File: src/rtl/dbgev_pkg.sv
package dbgev_pkg;

   typedef enum logic {
      CLS_SUPPRESS = 1'b0,
      CLS_KEEP     = 1'b1
   } evt_class_t;

   typedef struct packed {
      logic sw_on;    // internal mode on, not overridden
      logic masked;   // interrupt enable low, no external debugger
   } dbg_mode_t;

   localparam int RREC_W = 2;

   function automatic logic [63:0] bit_span(input int lsb, input int n);
      logic [63:0] m;
      m = (n >= 64) ? {64{1'b1}} : ((64'd1 << n) - 64'd1);
      return m << lsb;
   endfunction

endpackage

File: src/rtl/dbgev_qualify.sv
module dbgev_qualify
   import dbgev_pkg::*;
#(
   parameter int             N_EVT      = 12,
   parameter int             UNCOND_EVT = 0,
   parameter logic [N_EVT-1:0] KEEP_MASK = '0
)(
   input  logic [N_EVT-1:0] evt_pulse,
   input  logic [N_EVT-1:0] evt_en,
   input  logic             intdbg_en,
   input  logic             extdbg_on,
   input  logic             dbg_int_en,
   output logic [N_EVT-1:0] rec,
   output logic             rec_masked
);

   dbg_mode_t mode;

   assign mode.sw_on  = intdbg_en & ~extdbg_on;
   assign mode.masked = ~dbg_int_en & ~extdbg_on;

   for (genvar i = 0; i < N_EVT; i++) begin : g_evt
      localparam evt_class_t CLS = evt_class_t'(KEEP_MASK[i]);
      logic armed;

      if (i == UNCOND_EVT) begin : g_uncond
         assign armed = 1'b1;
      end else begin : g_cond
         assign armed = evt_en[i];
      end

      if (CLS == CLS_KEEP) begin : g_keep
         assign rec[i] = evt_pulse[i] & mode.sw_on & armed;
      end else begin : g_supp
         assign rec[i] = evt_pulse[i] & mode.sw_on & armed & ~mode.masked;
      end
   end

   assign rec_masked = mode.masked & (|rec);

endmodule

File: src/rtl/dbgev_statreg.sv
module dbgev_statreg
   import dbgev_pkg::*;
#(
   parameter int STAT_W   = 32,
   parameter int N_EVT    = 12,
   parameter int EVT_LSB  = 4,
   parameter int IMPR_POS = 0,
   parameter int RREC_LSB = 28
)(
   input  logic              clk,
   input  logic              rst_n,
   input  logic [N_EVT-1:0]  rec,
   input  logic              rec_masked,
   input  logic [RREC_W-1:0] rst_cause,
   input  logic              clr_we,
   input  logic [STAT_W-1:0] clr_data,
   output logic [STAT_W-1:0] stat_q
);

   logic [STAT_W-1:0] set_v;
   logic [STAT_W-1:0] clr_v;
   logic [STAT_W-1:0] stat_d;
   logic              cap_pend;

   always_comb begin
      set_v = '0;
      for (int i = 0; i < N_EVT; i++) begin
         set_v[EVT_LSB + i] = rec[i];
      end
      if (rec_masked) begin
         set_v[IMPR_POS] = 1'b1;
      end
      if (cap_pend) begin
         set_v[RREC_LSB +: RREC_W] = rst_cause;
      end
   end

   assign clr_v  = clr_we ? clr_data : '0;
   // new recordings take priority over a same-edge clear
   assign stat_d = (stat_q & ~clr_v) | set_v;

   always_ff @(posedge clk or negedge rst_n) begin
      if (!rst_n) begin
         stat_q   <= '0;
         cap_pend <= 1'b1;
      end else begin
         stat_q   <= stat_d;
         cap_pend <= 1'b0;
      end
   end

endmodule

File: src/rtl/dbgev_irqgen.sv
module dbgev_irqgen #(
   parameter int                STAT_W  = 32,
   parameter logic [STAT_W-1:0] CONTRIB = '0
)(
   input  logic [STAT_W-1:0] stat_q,
   input  logic              dbg_int_en,
   output logic              dbg_irq
);

   logic any_pending;

   assign any_pending = |(stat_q & CONTRIB);
   assign dbg_irq     = dbg_int_en & any_pending;

endmodule

File: src/rtl/dbgev_status_top.sv
module dbgev_status_top
   import dbgev_pkg::*;
#(
   parameter int STAT_W     = 32,
   parameter int N_EVT      = 12,
   parameter int EVT_LSB    = 4,
   parameter int IMPR_POS   = 0,
   parameter int RREC_LSB   = 28,
   parameter int UNCOND_EVT = 0,
   parameter int CTRIG_EVT  = 11,
   parameter logic [N_EVT-1:0] KEEP_MASK = 12'hF00
)(
   input  logic              clk,
   input  logic              rst_n,
   input  logic [N_EVT-1:0]  evt_pulse,
   input  logic [N_EVT-1:0]  evt_en,
   input  logic              intdbg_en,
   input  logic              extdbg_on,
   input  logic              dbg_int_en,
   input  logic [1:0]        rst_cause,
   input  logic              clr_we,
   input  logic [STAT_W-1:0] clr_data,
   output logic [STAT_W-1:0] stat_q,
   output logic              dbg_irq
);

   localparam logic [STAT_W-1:0] EVT_FIELD =
      STAT_W'(bit_span(EVT_LSB, N_EVT));
   localparam logic [STAT_W-1:0] CTRIG_BIT =
      STAT_W'(bit_span(EVT_LSB + CTRIG_EVT, 1));
   localparam logic [STAT_W-1:0] CONTRIB = EVT_FIELD & ~CTRIG_BIT;

   // elaboration-time parameter checks
   if (STAT_W < 8 || STAT_W > 64) begin : g_bad_width
      $error("dbgev_status_top: STAT_W must lie in 8..64");
   end
   if (N_EVT < 1 || EVT_LSB < 0 || EVT_LSB + N_EVT > STAT_W) begin : g_bad_evt
      $error("dbgev_status_top: event field does not fit the status word");
   end
   if (IMPR_POS < 0 || IMPR_POS >= STAT_W ||
       (IMPR_POS >= EVT_LSB && IMPR_POS < EVT_LSB + N_EVT)) begin : g_bad_impr
      $error("dbgev_status_top: imprecise flag position invalid");
   end
   if (RREC_LSB < 0 || RREC_LSB + RREC_W > STAT_W ||
       (RREC_LSB + RREC_W > EVT_LSB && RREC_LSB < EVT_LSB + N_EVT) ||
       (IMPR_POS >= RREC_LSB && IMPR_POS < RREC_LSB + RREC_W)) begin : g_bad_rrec
      $error("dbgev_status_top: reset-record field overlaps another field");
   end
   if (UNCOND_EVT < 0 || UNCOND_EVT >= N_EVT ||
       CTRIG_EVT < 0 || CTRIG_EVT >= N_EVT) begin : g_bad_idx
      $error("dbgev_status_top: special event index out of range");
   end

   logic [N_EVT-1:0] rec;
   logic             rec_masked;

   dbgev_qualify #(
      .N_EVT      (N_EVT),
      .UNCOND_EVT (UNCOND_EVT),
      .KEEP_MASK  (KEEP_MASK)
   ) u_qual (
      .evt_pulse  (evt_pulse),
      .evt_en     (evt_en),
      .intdbg_en  (intdbg_en),
      .extdbg_on  (extdbg_on),
      .dbg_int_en (dbg_int_en),
      .rec        (rec),
      .rec_masked (rec_masked)
   );

   dbgev_statreg #(
      .STAT_W   (STAT_W),
      .N_EVT    (N_EVT),
      .EVT_LSB  (EVT_LSB),
      .IMPR_POS (IMPR_POS),
      .RREC_LSB (RREC_LSB)
   ) u_stat (
      .clk        (clk),
      .rst_n      (rst_n),
      .rec        (rec),
      .rec_masked (rec_masked),
      .rst_cause  (rst_cause),
      .clr_we     (clr_we),
      .clr_data   (clr_data),
      .stat_q     (stat_q)
   );

   dbgev_irqgen #(
      .STAT_W  (STAT_W),
      .CONTRIB (CONTRIB)
   ) u_irq (
      .stat_q     (stat_q),
      .dbg_int_en (dbg_int_en),
      .dbg_irq    (dbg_irq)
   );

endmodule

File: config.mk
export PLATFORM = sky130hd
export DESIGN_NAME = dbgev_status_top
export DESIGN_NICKNAME = d
export VERILOG_FILES = /design/src/rtl/dbgev_pkg.sv /design/src/rtl/dbgev_qualify.sv /design/src/rtl/dbgev_statreg.sv /design/src/rtl/dbgev_irqgen.sv /design/src/rtl/dbgev_status_top.sv
export SDC_FILE = /design/constraint.sdc
export NUM_CORES = 1
export LEC_CHECK = 0
export BUFFER_PORTS_ARGS = -buffer_cell sky130_fd_sc_hd__buf_2
export CAP_MARGIN = 20
export CELL_PAD_IN_SITES_DETAIL_PLACEMENT = 1
export CELL_PAD_IN_SITES_GLOBAL_PLACEMENT = 2
export CORE_MARGIN = 10
export CORE_UTILIZATION = 22
export DETAILED_ROUTE_END_ITERATION = 7
export PLACE_DENSITY = 0.84
export SYNTH_ARGS = -nofsm -noshare
export SYNTH_HDL_FRONTEND = slang
export SYNTH_SLANG_ARGS = --single-unit
File: constraint.sdc
create_clock -name clk -period 1 [get_ports clk]
set_input_delay 0.2 -clock clk [delete_from_list [all_inputs] [get_ports clk]]
set_output_delay 0.2 -clock clk [all_outputs]
set_load 0.02 [all_outputs]
==> results by group <==
STA
  • Setup TNS: -2480 ps
  • Slew Viols, Final: 0
  • RSZ-0062 raised after global routing: true
  • Fin crit share: 1.48
  • Clk_skew: 3.72 ps
  • Final worst slack: -484 ps
  • Hold Fails Final Rpt: 0
  • Min Tclk post-route: 1480 ps
  • Setup violations, final: 24
  • F_max: 0.674 GHz

CTS
  • CTS root buf: clkbuf_8
  • Clock sink count: 33
  • Clock Path Buffers: 2
  • H-tree level count: 2
  • TritonCTS clock tree: done
  • Num CTS Buffers: 5
  • Clock-pin slew on the worst setup and hold paths: 70 ps
  • Clk_lat worst skew: 280 ps

Setup path
  • Worst path required time: 800 ps
  • Worst setup EP type: output pin
  • CP cell instances: nor4_4 > a31oi_2 > buf_4
  • Largest stage delay on the critical path: 410 ps
  • Reg-to-reg slack, setup: -90 ps
  • Slowest library cell on the worst path: dfrtp_1
  • Top delay family on crit path: flip-flops
  • Buf+Inv Stages, Crit Path: 1
  • Worst R2R End: u_stat.stat_q[4]
  • Reg2reg start: u_stat.stat_q[4]
  • Worst-path fanout max: 2
  • Crit path DAT: 1280 ps
  • Critical path class: reg2out
  • CP Launch Type: flop
  • Reg2Reg Depth: 4

Die
  • # rows: 27
  • Core region area: 5540 sq um
  • Starting Density: 0.227
  • Die width: 95.6 microns
  • Die height: 95.6 microns
  • Ports: 97
  • Die Area: 9130 sq um

Synthesis
  • Mapped Cells: 95
  • Register area share after synthesis: 0.658
  • Unique masters post-synth: 18
  • Syn_area_per_cell: 13.2 sq um
  • Synthesized flop and latch total: 33
  • Ys Warns: 0
  • Mapped Area: 1260 sq um
  • Syn nets: 159

Final layout
  • Register Area: 832 sq um
  • Post-Route Utilization: 0.424
  • Layout area overhead: 87.1%
  • Layout fillers: 627
  • Share of cells above drive strength 1: 0.619
  • Antenna diode count: 0
  • NumNets Final: 278
  • Multi-input gate area: 437 sq um

Place
  • Buffers on Ports: 95
  • Placer Congestion: 0.732
  • Place WS: -238 ps
  • Hpwl dp: 3900 microns

Routing
  • Vias per inst: 4.36
  • Routed WL per cell: 17.1 microns
  • Drt pass-1 iters: 2
  • Iter 0 DRT Violations: 10
  • Drt drc: 0
  • Antenna-violating nets left: 0
  • Vias post-DR: 1,251
  • Post-Route WL: 4900 microns

Power
  • Maximum VDD drop: 0.709 mV
  • Pwr dens: 1310 nW/um^2
  • P_leak: 1.20 nW

Min path
  • Worst Hold Class: in2reg
  • Hold Path Origin: clr_data[24]
  • Hold Path Sink: u_stat.stat_q[24]
  • Worst Hold Depth: 2

Global routing
  • Overall Global Routing Usage: 0.105
  • First-pass GRT wire length: 7420 microns
  • Initial antenna violation count: 0
  • Largest net degree at the start of global routing: 34
  • Grt total ovfl: 0
  • Vias in the first global route: 1,419

Job
  • Max_cap viols: 0

Outcome
  • Outcome: finished with violations
  • Violated checks: negative setup slack
flip-flops by register name (all words and copies together) (netlist names):
signal           flops
u_stat.stat_q       32
u_stat.cap_pend      1
report_power, final:
part | switching [mW] | total [mW] | internal, mW
combinational | 0.287 | 0.683 | 0.397
clock | 0.464 | 0.945 | 0.482
sequential | 0.0551 | 1.45 | 1.40
total | 0.805 | 3.08 | 2.28
stage by stage:
stage	power (mW)	std cells	instance area (sq um)	hold slack [ps]
detailed placement	2.00	273	1960	176
global route	3.25	287	2350	86.9
floorplan	1.67	95	1280	-95.6
finish	3.08	287	2350	98.2
global placement	1.99	273	1960	170
CTS	3.11	284	2310	84.4
logic make-up (layout without fill, tap and decap cells):
logic type | after synthesis | in the layout | synth area share
buf+inv | 5 | 125 | 0.0229
compound gates | 35 | 35 | 0.236
other cells | 1 | 1 | 0.00299
flops | 33 | 33 | 0.658
simple gates | 21 | 21 | 0.0797
synth_stat cells (all sizes together):
master,count,share of area
dfstp,1,0.021
a32o,12,0.096
a21boi,17,0.10
conb,1,0.0030
a31oi,1,0.0050
and2,1,0.0070
buf,3,0.017
nor4,2,0.010
clkbuf,1,0.0030
nor2b,1,0.011
nand2,16,0.048
inv,1,0.0030
nor3,1,0.0040
dfrtp,32,0.64
a22o,3,0.022
a22oi,2,0.012
cell usage in the layout (no fill, tap or decap), drive strengths merged, types with 2 or more instances in the layout:
cell	n
a22oi	2
nand2	16
a22o	3
dfrtp	32
buf	115
nor4	2
a21boi	17
clkbuf	6
clkinv	2
a32o	12
repair_timing:
action,CTS,global route
hold endpoints to repair,32,0
pin swaps,1,0
endpoints found under the setup margin,33,34
setup buffers,3,4
gates resized for setup,75,4
hold buffers,1,0
per-layer routing:
metal  track usage  routed length, microns  vias up  part of all wire
met5             0                       0        -                 0
met3        0.0534                     469        5             0.096
met4        0.0258                      23        0            0.0047
met1         0.107                    1750      607              0.36
met2         0.187                    2670       48              0.54
li1              -                       -      591                 -
layout make-up:
class                      count  area share
sequential                    33       0.354
timing repair buffer         116       0.385
multi-input combinational     57       0.186
clock buffer                   6      0.0309
tap                           72      0.0383
inverter                       1     0.00160
clock inverter                 2     0.00426
worst max path at each step:
stage,from,to,slack (ps),cells after the start
floorplan,u_stat.stat_q[11],dbg_irq,-130,2
global placement,u_stat.stat_q[11],dbg_irq,-200,3
detailed placement,u_stat.stat_q[11],dbg_irq,-240,3
CTS,u_stat.stat_q[4],dbg_irq,-500,3
global route,u_stat.stat_q[4],dbg_irq,-540,3
finish,u_stat.stat_q[4],dbg_irq,-480,3
Note: power is estimated with default switching activity, not from simulation.
